===== src/rtl/pin_event_pkg.sv =====
package pin_event_pkg;

    typedef enum logic [1:0] {
        TRIG_HIGH = 2'b00,
        TRIG_LOW  = 2'b01,
        TRIG_RISE = 2'b10,
        TRIG_FALL = 2'b11
    } trig_kind_e;

    typedef struct packed {
        logic now_lvl;
        logic old_lvl;
    } pin_sample_t;

    function automatic trig_kind_e make_kind(input logic hi, input logic lo);
        return trig_kind_e'({hi, lo});
    endfunction

    function automatic logic trig_hit(input trig_kind_e kind, input pin_sample_t s);
        logic r;
        unique case (kind)
            TRIG_HIGH: r = s.now_lvl;
            TRIG_LOW:  r = ~s.now_lvl;
            TRIG_RISE: r = s.now_lvl & ~s.old_lvl;
            TRIG_FALL: r = ~s.now_lvl & s.old_lvl;
            default:   r = 1'b0;
        endcase
        return r;
    endfunction

endpackage


===== src/rtl/pin_event_history.sv =====
module pin_event_history #(
    parameter int NUM_PINS = 32
) (
    input  logic                clk,
    input  logic                rst,
    input  logic [NUM_PINS-1:0] pin_in,
    output logic [NUM_PINS-1:0] old_q
);
    always_ff @(posedge clk) begin
        if (rst) old_q <= '0;
        else     old_q <= pin_in;
    end
endmodule


===== src/rtl/pin_event_match.sv =====
module pin_event_match
    import pin_event_pkg::*;
#(
    parameter int NUM_PINS = 32
) (
    input  logic [NUM_PINS-1:0] pin_in,
    input  logic [NUM_PINS-1:0] old_lvl,
    input  logic [NUM_PINS-1:0] irq_en,
    input  logic [NUM_PINS-1:0] trig_hi,
    input  logic [NUM_PINS-1:0] trig_lo,
    output logic [NUM_PINS-1:0] hit
);
    for (genvar g = 0; g < NUM_PINS; g++) begin : g_pin
        pin_sample_t smp;
        trig_kind_e  kind;
        always_comb begin
            smp.now_lvl = pin_in[g];
            smp.old_lvl = old_lvl[g];
            kind        = make_kind(trig_hi[g], trig_lo[g]);
            hit[g]      = irq_en[g] & trig_hit(kind, smp);
        end
    end
endmodule


===== src/rtl/pin_event_status.sv =====
module pin_event_status #(
    parameter int NUM_PINS = 32
) (
    input  logic                clk,
    input  logic                rst,
    input  logic [NUM_PINS-1:0] hit,
    input  logic [NUM_PINS-1:0] irq_en,
    input  logic                stat_rd,
    output logic [NUM_PINS-1:0] stat_q
);
    logic [NUM_PINS-1:0] keep;
    logic [NUM_PINS-1:0] stat_d;

    always_comb begin
        keep   = stat_rd ? '0 : stat_q;
        stat_d = irq_en & (hit | keep);
    end

    always_ff @(posedge clk) begin
        if (rst) stat_q <= '0;
        else     stat_q <= stat_d;
    end
endmodule


===== src/rtl/pin_event_detect.sv =====
module pin_event_detect
    import pin_event_pkg::*;
#(
    parameter int NUM_PINS = 32
) (
    input  logic                clk,
    input  logic                rst,
    input  logic [NUM_PINS-1:0] pin_in,
    input  logic [NUM_PINS-1:0] irq_en,
    input  logic [NUM_PINS-1:0] trig_hi,
    input  logic [NUM_PINS-1:0] trig_lo,
    input  logic                stat_rd,
    output logic [NUM_PINS-1:0] stat_out,
    output logic                irq_out
);
    logic [NUM_PINS-1:0] old_lvl;
    logic [NUM_PINS-1:0] hit;
    logic [NUM_PINS-1:0] stat_q;
    logic                irq_q;

    pin_event_history #(.NUM_PINS(NUM_PINS)) u_hist (
        .clk    (clk),
        .rst    (rst),
        .pin_in (pin_in),
        .old_q  (old_lvl)
    );

    pin_event_match #(.NUM_PINS(NUM_PINS)) u_match (
        .pin_in  (pin_in),
        .old_lvl (old_lvl),
        .irq_en  (irq_en),
        .trig_hi (trig_hi),
        .trig_lo (trig_lo),
        .hit     (hit)
    );

    pin_event_status #(.NUM_PINS(NUM_PINS)) u_stat (
        .clk     (clk),
        .rst     (rst),
        .hit     (hit),
        .irq_en  (irq_en),
        .stat_rd (stat_rd),
        .stat_q  (stat_q)
    );

    always_ff @(posedge clk) begin
        if (rst) irq_q <= 1'b0;
        else     irq_q <= |stat_q;
    end

    assign stat_out = stat_q;
    assign irq_out  = irq_q;
endmodule


===== config.mk =====
export PLATFORM = sky130hd
export DESIGN_NAME = pin_event_detect
export DESIGN_NICKNAME = d
export VERILOG_FILES = /design/src/rtl/pin_event_pkg.sv /design/src/rtl/pin_event_history.sv /design/src/rtl/pin_event_match.sv /design/src/rtl/pin_event_status.sv /design/src/rtl/pin_event_detect.sv
export SDC_FILE = /design/constraint.sdc
export NUM_CORES = 1
export LEC_CHECK = 0
export BUFFER_PORTS_ARGS = -buffer_cell sky130_fd_sc_hd__buf_2
export CAP_MARGIN = 20
export CORE_AREA = 2 2 73 109
export CTS_CLUSTER_DIAMETER = 120
export DETAILED_ROUTE_END_ITERATION = 10
export DIE_AREA = 0 0 75 111
export PLACE_DENSITY = 0.75
export SKIP_CTS_REPAIR_TIMING = 1
export SLEW_MARGIN = 20
export SYNTH_ARGS = -nofsm -noshare
export SYNTH_HDL_FRONTEND = slang
export SYNTH_SLANG_ARGS = --single-unit

===== constraint.sdc =====
create_clock -name clk -period 1 [get_ports clk]
set_input_delay 0.15 -clock clk [delete_from_list [all_inputs] [get_ports clk]]
set_output_delay 0.15 -clock clk [all_outputs]
set_load 0.05 [all_outputs]

==> results.md <==
- During synthesis, Yosys emitted a total of 0 warnings.
- The cell type contributing the most total cell area after synthesis is sky130_fd_sc_hd__dfxtp_1.
- The hold violation count in the final report is 0.
- The post-route antenna net violation count is 0.
- The number of antenna violations at the first check in global routing is 0.
- The effective utilization at floorplan is 38.5%.
- The worst setup path is launched from a flip-flop.
- The die covers 8330 sq um.
- The worst hold path was traced through 2 stages.
- The tool flagged a number of max-cap violations equal to 0.
- The power density of the placed cells is 1500 nW/um^2.
- The final number of max-transition violations is 0.
- Counting flops with an async set or reset pin after synthesis yields a share of 0%.
- The dominant register cell in the synthesized netlist is sky130_fd_sc_hd__dfxtp_1.
- The worst setup path is captured at a flip-flop.
- The diode insertion count for antenna repair is 0.
- The worst slew slack as a fraction of its limit is 78.3%.
- The die is 75 um wide.
- The via-per-instance ratio is 4.69.
- The data required time at the worst endpoint is 1210 ps.
- The floorplan step defined a core boundary enclosing 7470 sq um.
- The maximum number of pins on one net before global-route repair is 33.
- In this run, synthesis inferred 0 flip-flops with an integrated enable.
- For the final routed database, the setup TNS stands at -896 ps.
- During I/O placement, the number of pins put on the boundary was 164.
- The cell area that synthesis handed to floorplanning was 2880 sq um.
- The top cell type by area accounts for 45.2% of the synthesized area.
- After filler insertion, the fill cell instance count of the layout stands at 635.
- The H-tree was split into 3 levels.
- The number of clock buffers inserted by TritonCTS is 9.
- The category of the most critical setup path is flip-flop to flip-flop.
- The average cell area after synthesis is 10.3 sq um.
- For the pin with the worst max-slew slack, the measured transition is 322 ps.
- The length of the first detailed-routing pass in iterations is 4.
- The fraction of the yosys area taken by sequential cells is 45.2%.
- After synthesis, the most frequently instantiated cells are 65 x sky130_fd_sc_hd__dfxtp_1, 50 x sky130_fd_sc_hd__nor2b_1, 32 x sky130_fd_sc_hd__a21oi_1.
- The number of port buffers is 163.
- The analysis attributes to cell leakage a power of 2.45 nW.
- The library cell with the highest instance count after synthesis is sky130_fd_sc_hd__dfxtp_1.
- The share of final-layout standard cells stronger than drive strength 1 is 49.1%.
- The area growth from synthesis to layout is 63.3%.
- The final critical path takes up 117% of the cycle.
- The number of remaining DRC errors is 0.
- The clock tree skew after final layout is 4.13 ps.
- The distinct cell type count of the synthesized netlist is 16.
- The number of global-route vias before repair is 2730.
- The flow ran to the end, but the final reports show violations.
- The checks that failed: negative setup slack.
- Setup repair after global routing could not meet its margin everywhere.
- Synthesis produced a netlist with a net count of 410.
- Data arrives at the worst endpoint at 1380 ps.
- The number of nets in the layout is 594.
- The clock sink count is 65.
- The multi-input combinational cells in the finished layout cover a total of 1580 sq um.
- The number of cells on the worst reg-to-reg path is 4.
- The global routing usage summed across all routing layers is 17.8%.
- After routing the design area is 4700 sq um.
- Along the worst path, the maximum fanout reaches 3.
- The routed design has 7650 um of wire.
- The worst hold path belongs to the class primary input to flip-flop.
- The per-cell routed wire length is 13.4 um.
- After technology mapping, the gate count stands at 279.
- For this run the aggregate overflow at the end of global routing stands at 0.
- The minimum clock period is 1170 ps.
- The placed wire-length estimate after detailed placement is 5800 um.
- The first global-routing pass estimated 11300 um of wire.
- Across all setup checks in the final design, the least slack found is -168 ps.
- The worst-skew pair later-pin latency is 320 ps.
- The first routing iteration left 65 violations.
- The clock slew at the register clock pins of the worst setup and hold paths is 50 ps.
- The buffer cell driving the clock tree root is sky130_fd_sc_hd__clkbuf_16.
- The post-synthesis register bit count is 65.
- In the final layout, flip-flops and latches occupy 1390 sq um.
- The congestion estimate from routability-driven global placement came to 0.773.
- Once placement finished, the instance area stood at 4070 sq um.
- The maximum resistive drop on vdd is 0.00130 V.
- TritonCTS built the clock tree.
- The number of failing setup endpoints in the final timing report is 14.
- The routed layout has 2674 vias.
- The die is 111 um tall.
- Static timing analysis puts the maximum clock frequency at 856 MHz.
- The worst setup slack before clock tree synthesis is -254 ps.
- The maximum count of clock buffers along a single path is 2.
- Ranked by total cell area, the synthesized netlist is headed by sky130_fd_sc_hd__dfxtp_1 45%, sky130_fd_sc_hd__nor2b_1 11%, sky130_fd_sc_hd__o211a_1 11%, sky130_fd_sc_hd__xnor2_1 9.4%, sky130_fd_sc_hd__xor2_1 9.4%.
- The post-route total power is 7.07 mW.
- The floorplan has 39 rows.
flip-flops by register name, indices dropped and copies added (netlist names):
name	flops
irq_out	1
u_hist.old_q	32
u_stat.stat_q	32
area by class of cell:
cell class	count	area share, %
Inverter	1	0.0799
Timing Repair Buffer	182	28.4
Clock buffer	16	5.56
Sequential cell	65	29.6
Tap cell	102	2.71
Multi-Input combinational cell	204	33.6
power by group:
group | leakage, nW | internal [mW] | switching, mW
Clock | 0.125 | 1.75 | 1.00
Sequential | 0.556 | 2.73 | 0.104
Combinational | 1.77 | 0.777 | 0.711
layer usage:
metal,GRT usage (%),share of wire (%),vias up
li1,-,-,1335
met1,16.8,37,1208
met2,33.0,53,111
met3,5.64,7.1,20
met4,7.74,3.0,0
met5,0,0,-
placed cells by master (no fill, tap or decap):
cell / instances
sky130_fd_sc_hd__nor4_2: 2
sky130_fd_sc_hd__xor2_1: 31
sky130_fd_sc_hd__dfxtp_4: 19
sky130_fd_sc_hd__nor2b_1: 49
sky130_fd_sc_hd__a21oi_1: 32
sky130_fd_sc_hd__clkbuf_16: 9
sky130_fd_sc_hd__nor4_4: 2
sky130_fd_sc_hd__and2b_1: 15
sky130_fd_sc_hd__nand4_1: 2
sky130_fd_sc_hd__buf_12: 5
sky130_fd_sc_hd__dfxtp_1: 32
sky130_fd_sc_hd__clkbuf_1: 6
sky130_fd_sc_hd__a221o_1: 1
sky130_fd_sc_hd__buf_4: 6
sky130_fd_sc_hd__o211a_1: 31
sky130_fd_sc_hd__buf_6: 20
sky130_fd_sc_hd__clkbuf_8: 1
sky130_fd_sc_hd__dfxtp_2: 14
sky130_fd_sc_hd__buf_2: 130
sky130_fd_sc_hd__xnor2_1: 31
sky130_fd_sc_hd__and3_1: 1
sky130_fd_sc_hd__buf_8: 21
sky130_fd_sc_hd__nor4_1: 4
sky130_fd_sc_hd__nand2b_1: 1
sky130_fd_sc_hd__nor2b_4: 1
sky130_fd_sc_hd__o21a_1: 1
sky130_fd_sc_hd__inv_1: 1
final timing paths:
path | from | endpoint | slack, ps
max | u_stat.stat_q[21] | irq_out | -170
min | pin_in[9] | u_hist.old_q[9] | 60
max reg2reg | u_stat.stat_q[21] | irq_out | -170
min reg2reg | u_stat.stat_q[23] | irq_out | 590
logic make-up after synthesis:
| kind of cell | after synthesis | synth area share [%] |
|---|---|---|
| AOI/OAI and AO/OA | 65 | 17.0 |
| xor gates and xnor gates | 62 | 18.9 |
| buffers and inverters | 10 | 1.57 |
| DFF | 65 | 45.2 |
| and+or+nand+nor | 77 | 17.4 |
worst max-delay path, cell delays in order, from the launching register on:
cell and delay (ps):
sky130_fd_sc_hd__dfxtp_4 350, sky130_fd_sc_hd__nor4_4 270, sky130_fd_sc_hd__buf_4 160, sky130_fd_sc_hd__nand4_1 80, sky130_fd_sc_hd__o21a_1 200
per-stage QoR:
stage | utilization (%) | hold WS (ps) | cells
5_1_grt | 63.0 | 54.0 | 570
2_1_floorplan | - | 222 | 279
3_3_place_gp | 54.6 | 376 | 555
4_1_cts | 58.1 | 49.7 | 571
6_report | 63.0 | 56.3 | 570
3_5_place_dp | 54.6 | 382 | 555
Power figures use the tool's default switching activity.
